<file path="config.mk">
export PLATFORM = sky130hd
export DESIGN_NAME = burst_col_gen
export DESIGN_NICKNAME = d
export VERILOG_FILES = /design/src/rtl/burst_col_pkg.sv /design/src/rtl/burst_col_ctrl.sv /design/src/rtl/burst_col_dp.sv /design/src/rtl/burst_col_gen.sv
export SDC_FILE = /design/constraint.sdc
export NUM_CORES = 1
export LEC_CHECK = 0
export BUFFER_PORTS_ARGS = -buffer_cell sky130_fd_sc_hd__buf_2
export CAP_MARGIN = 20
export CORE_MARGIN = 8
export CORE_UTILIZATION = 55
export DETAILED_ROUTE_END_ITERATION = 6
export HOLD_SLACK_MARGIN = 0.1
export PLACE_DENSITY = 0.88
export SLEW_MARGIN = 20
export SYNTH_ARGS = -nofsm -noshare
export SYNTH_HDL_FRONTEND = slang
export SYNTH_HIERARCHICAL = 1
export SYNTH_SLANG_ARGS = --single-unit
export TNS_END_PERCENT = 30
</file>
<file path="constraint.sdc">
create_clock -name clk -period 2.7 [get_ports clk]
set_clock_uncertainty 0.05 [all_clocks]
set_input_delay 0.54 -clock clk [delete_from_list [all_inputs] [get_ports clk]]
set_output_delay 0.54 -clock clk [all_outputs]
set_load 0.03 [all_outputs]
</file>
<file path="src/rtl/burst_col_pkg.sv">
package burst_col_pkg;

  // Strobes from the control to the datapath.
  typedef struct packed {
    logic capture;   // take a new start column, clear the beat count
    logic step;      // move to the next beat
  } colStrobe_t;

  // Burst settings captured at load time.
  typedef struct packed {
    logic       fullPage;
    logic       ilv;
    logic [1:0] lenLog;
  } burstCfg_t;

  localparam int LEN_LOG_W = 2;
  localparam int MAX_LEN_LOG = (1 << LEN_LOG_W) - 1;

endpackage

</file>
<file path="src/rtl/burst_col_ctrl.sv">
module burst_col_ctrl
  import burst_col_pkg::*;
(
  input  logic       clk,
  input  logic       rstN,
  input  logic       loadEn,
  input  logic [2:0] lenSel,
  input  logic       wrapIlv,
  input  logic       advance,
  input  logic       stop,
  output colStrobe_t strobes,
  output burstCfg_t  cfg,
  output logic       active,
  output logic       lastBeat
);

  localparam int REM_W = MAX_LEN_LOG;

  logic [REM_W-1:0] beatsLeft;
  logic [REM_W-1:0] loadRemain;
  logic             finishing;

  always_comb begin
    loadRemain = '0;
    for (int b = 0; b < REM_W; b++) begin
      if (b < int'(lenSel[1:0])) loadRemain[b] = 1'b1;
    end
  end

  assign lastBeat  = active && !cfg.fullPage && (beatsLeft == '0);
  assign finishing = active && !loadEn && (stop || (advance && lastBeat));

  always_comb begin
    strobes.capture = loadEn;
    strobes.step    = !loadEn && active && advance && !lastBeat && !stop;
  end

  always_ff @(posedge clk or negedge rstN) begin
    if (!rstN) begin
      active    <= 1'b0;
      beatsLeft <= '0;
      cfg       <= '0;
    end else if (loadEn) begin
      active       <= 1'b1;
      beatsLeft    <= loadRemain;
      cfg.fullPage <= lenSel[2];
      cfg.ilv      <= wrapIlv && !lenSel[2];
      cfg.lenLog   <= lenSel[1:0];
    end else if (finishing) begin
      active <= 1'b0;
    end else if (strobes.step && !cfg.fullPage) begin
      beatsLeft <= beatsLeft - 1'b1;
    end
  end

endmodule

</file>
<file path="src/rtl/burst_col_dp.sv">
module burst_col_dp
  import burst_col_pkg::*;
#(
  parameter int COL_W = 10
) (
  input  logic             clk,
  input  logic             rstN,
  input  colStrobe_t       strobes,
  input  burstCfg_t        cfg,
  input  logic [COL_W-1:0] startCol,
  output logic [COL_W-1:0] colAddr
);

  logic [COL_W-1:0] baseCol;
  logic [COL_W-1:0] beatCnt;
  logic [COL_W-1:0] sumCol;

  always_ff @(posedge clk or negedge rstN) begin
    if (!rstN) begin
      baseCol <= '0;
      beatCnt <= '0;
    end else if (strobes.capture) begin
      baseCol <= startCol;
      beatCnt <= '0;
    end else if (strobes.step) begin
      beatCnt <= beatCnt + 1'b1;
    end
  end

  assign sumCol = baseCol + beatCnt;

  // Low bits of the sum depend only on low bits of the operands, so a
  // per-bit pick between sum, XOR and base gives the wrap inside the window.
  for (genvar i = 0; i < COL_W; i++) begin : g_bit
    logic inWindow;
    assign inWindow = cfg.fullPage || (i < int'(cfg.lenLog));
    assign colAddr[i] = !inWindow ? baseCol[i] :
                        cfg.ilv   ? (baseCol[i] ^ beatCnt[i]) : sumCol[i];
  end

endmodule

</file>
<file path="src/rtl/burst_col_gen.sv">
module burst_col_gen
  import burst_col_pkg::*;
#(
  parameter int COL_W = 10
) (
  input  logic             clk,
  input  logic             rstN,
  input  logic             loadEn,
  input  logic [COL_W-1:0] startCol,
  input  logic [2:0]       lenSel,
  input  logic             wrapIlv,
  input  logic             advance,
  input  logic             stop,
  output logic [COL_W-1:0] colAddr,
  output logic             active,
  output logic             lastBeat
);

  colStrobe_t strobeBus;
  burstCfg_t  cfgBus;

  burst_col_ctrl u_ctrl (
    .clk      (clk),
    .rstN     (rstN),
    .loadEn   (loadEn),
    .lenSel   (lenSel),
    .wrapIlv  (wrapIlv),
    .advance  (advance),
    .stop     (stop),
    .strobes  (strobeBus),
    .cfg      (cfgBus),
    .active   (active),
    .lastBeat (lastBeat)
  );

  burst_col_dp #(.COL_W(COL_W)) u_dp (
    .clk      (clk),
    .rstN     (rstN),
    .strobes  (strobeBus),
    .cfg      (cfgBus),
    .startCol (startCol),
    .colAddr  (colAddr)
  );

endmodule

</file>
==> results.json <==
{
  "path_class": "reg -> out",
  "overflow": 0,
  "syn_avg_cell_area_um2": 9.43,
  "drive_gt1_share_pct": 36.3,
  "htreeDepth": 1,
  "fin_tns_setup_ps": -1030,
  "cts_inserted_buffers": 3,
  "dr.pass1.iters": 4,
  "synth_edf_count": 0,
  "cts.root.buffer_cell": "clkbuf_4",
  "drtAntennaViolNets": 0,
  "reg2reg_setup_slack_ps": 480,
  "fin_ws_ps": -299,
  "cp_max_fo": 4,
  "yosysMostFrequentCell": "dfrtp_1",
  "required_ps": 2110,
  "crit_start": "u_dp/beatCnt[7]",
  "grt_usage_pct": 18.0,
  "drt-initial-drc-count": 173,
  "hold_slack_ps": 159,
  "ir_worst_vdd_v": 0.000219,
  "worstSetupEndpointType": "primary output",
  "synthTopCellsByArea": "dfrtp_1 38%, ha_1 8.1%, mux2_2 7.9%",
  "rsz0062_at_grt": "true",
  "reg2reg_to": "u_dp/beatCnt[9]",
  "clkTransAtPathRegs_ps": 150,
  "placementRows": 21,
  "intPower_mw": 0.667,
  "reg2reg_depth": 10,
  "ys_seq_elements": 28,
  "arrival_ps": 2410,
  "start_kind": "flop",
  "hold_buffers": 0,
  "finalSetupViolations": 6,
  "synth_fp_nets": 228,
  "violations": "setup timing",
  "seq_area_frac_synth_pct": 37.9,
  "relSlewSlack_pct": 58.0,
  "fin_crit_ps": 3000,
  "powerDensity_mw_per_mm2": 427,
  "tightestPinTransition_ps": 630,
  "die_y_um": 74.0,
  "first_global_vias": 1745,
  "grt_pass1_wl_um": 7690,
  "p_leak_nw": 1.02,
  "yosys_warnings": 6,
  "finalPower_mw": 0.996,
  "vias": 1689,
  "power_frac_comb_pct": 31.8,
  "hold_viol": 0,
  "layout.nets": 273,
  "die_w_um": 74.0,
  "synth_ff_type": "dfrtp_1",
  "boundaryPins": 31,
  "synth_area_mm2": 0.00185,
  "switchingPower_mw": 0.329,
  "drc": 0,
  "synth_commonest_cells": "28 x dfrtp_1, 20 x nor2_1, 14 x o21ai_0, 13 x mux2_2, 13 x nand2_1",
  "clk_latency_ps": 330,
  "pwr-share-clk_pct": 20.6,
  "syn_inst": 196,
  "reg2reg_from": "u_ctrl/beatsLeft[0]",
  "synthDistinctLibCells": 43,
  "die_area_mm2": 0.00547,
  "antennaDiodeCount": 0,
  "clock_path_buffers": 2,
  "post-route-period-util_pct": 111,
  "avgRoutedWirePerCell_um": 17.2,
  "clock-sinks": 28,
  "start_util_pct": 56.3,
  "hp-class": "in -> async",
  "pre_cts_slack_ps": 4.29,
  "grt_start_max_net_pins": 29,
  "dpl.hpwl_um": 3250,
  "area_delta_synth_final_pct": 26.2,
  "run_status": "complete, but fails checks",
  "place.gp.congestion": 0.923,
  "io_buffers": 30,
  "synthArstFlopShare_pct": 100,
  "wl_um": 4920,
  "synth_area_leader_cell": "dfrtp_1",
  "swShare_pct": 33.0,
  "synth_top_area_share_pct": 37.9,
  "antenna_found_initial": 0,
  "coreArea_mm2": 0.00328,
  "max_freq_ghz": 0.333,
  "viasPerCell": 5.91,
  "slew_violations": 0,
  "cts_tree": "built",
  "crit_path_end": "colAddr[9]",
  "drv_cap": 0,
  "pwr-share-seq_pct": 47.7
}
[power groups by stage]
stage	sequential [mW]	clock [mW]	combinational [mW]
floorplan	0.476	0	0.176
global placement	0.478	0	0.259
detailed placement	0.479	0	0.266
CTS	0.471	0.210	0.301
global route	0.478	0.223	0.341
finish	0.475	0.205	0.316
[worst min path at each step]
stage | startpoint | to
5_1_grt | rstN | u_ctrl/beatsLeft[2]
6_report | rstN | u_dp/beatCnt[5]
3_5_place_dp | u_dp/baseCol[9] | u_dp/baseCol[9]
3_3_place_gp | u_dp/baseCol[0] | u_dp/baseCol[0]
4_1_cts | rstN | u_dp/baseCol[6]
2_1_floorplan | rstN | u_ctrl/active
[what timing repair did]
| action | in CTS | in global routing |
|---|---|---|
| buffers inserted | 7 | 0 |
| endpoints found under the setup margin | 6 | 7 |
| hold endpoints to repair | 0 | 0 |
| pin swaps | 8 | 7 |
| resized for setup | 22 | 14 |
[cell families (layout without fill, tap and decap cells)]
| group | after synthesis | after routing | synth area share, % |
|---|---|---|---|
| AOI/OAI and AO/OA | 46 | 46 | 15.4 |
| muxes | 15 | 15 | 9.00 |
| xor gates and xnor gates | 11 | 11 | 5.21 |
| and+or+nand+nor | 68 | 68 | 19.6 |
| DFF | 28 | 28 | 37.9 |
| buffers and inverters | 15 | 59 | 3.66 |
| adders and majority gates | 13 | 13 | 9.21 |
[sequential cells by signal (all words and copies together), names as in the netlist]
| signal | cells |
|---|---|
| u_ctrl/cfg | 4 |
| u_dp/baseCol | 10 |
| u_ctrl/active | 1 |
| u_dp/beatCnt | 10 |
| u_ctrl/beatsLeft | 3 |
[stage by stage]
step           std cells  utilization, %  instance area [µm²]
2_1_floorplan        196               -                 1850
3_3_place_gp         275            63.7                 2090
3_5_place_dp         275            63.7                 2090
4_1_cts              286            69.3                 2270
5_1_grt              286            71.0                 2330
6_report             286            71.0                 2330
[cell usage in the layout, fill, tap and decap left out, drive strengths merged, types with 8 or more instances in the layout]
| cell type | Yosys | final |
|---|---|---|
| a21oi | 11 | 11 |
| buf | 2 | 47 |
| dfrtp | 28 | 28 |
| ha | 12 | 12 |
| inv | 8 | 8 |
| mux2 | 13 | 13 |
| nand2 | 13 | 13 |
| nor2 | 20 | 20 |
| o21ai | 15 | 15 |
[critical path, cell delays in order, from the launching register on]
cell	delay, ps
dfrtp_1	470
ha_1	360
nand3b_1	210
o221ai_1	200
o31ai_1	350
nand3_2	150
xnor2_2	190
buf_6	150
[cell type report]
type                    count  area [µm²]
repair buffers             47         307
well taps                  46        57.6
clock buffers               4        36.3
multi-input cells         153        1200
flip-flops and latches     28         704
fillers                   241         952
inverters                   8        30.0
[routing by layer]
| layer | global-route usage [%] | part of all wire [%] |
|---|---|---|
| met1 | 19.2 | 38 |
| met2 | 32.2 | 52 |
| met3 | 2.70 | 6.4 |
| met4 | 12.0 | 3.7 |
| met5 | 0 | 0 |
(Power assumes the default switching activity.)
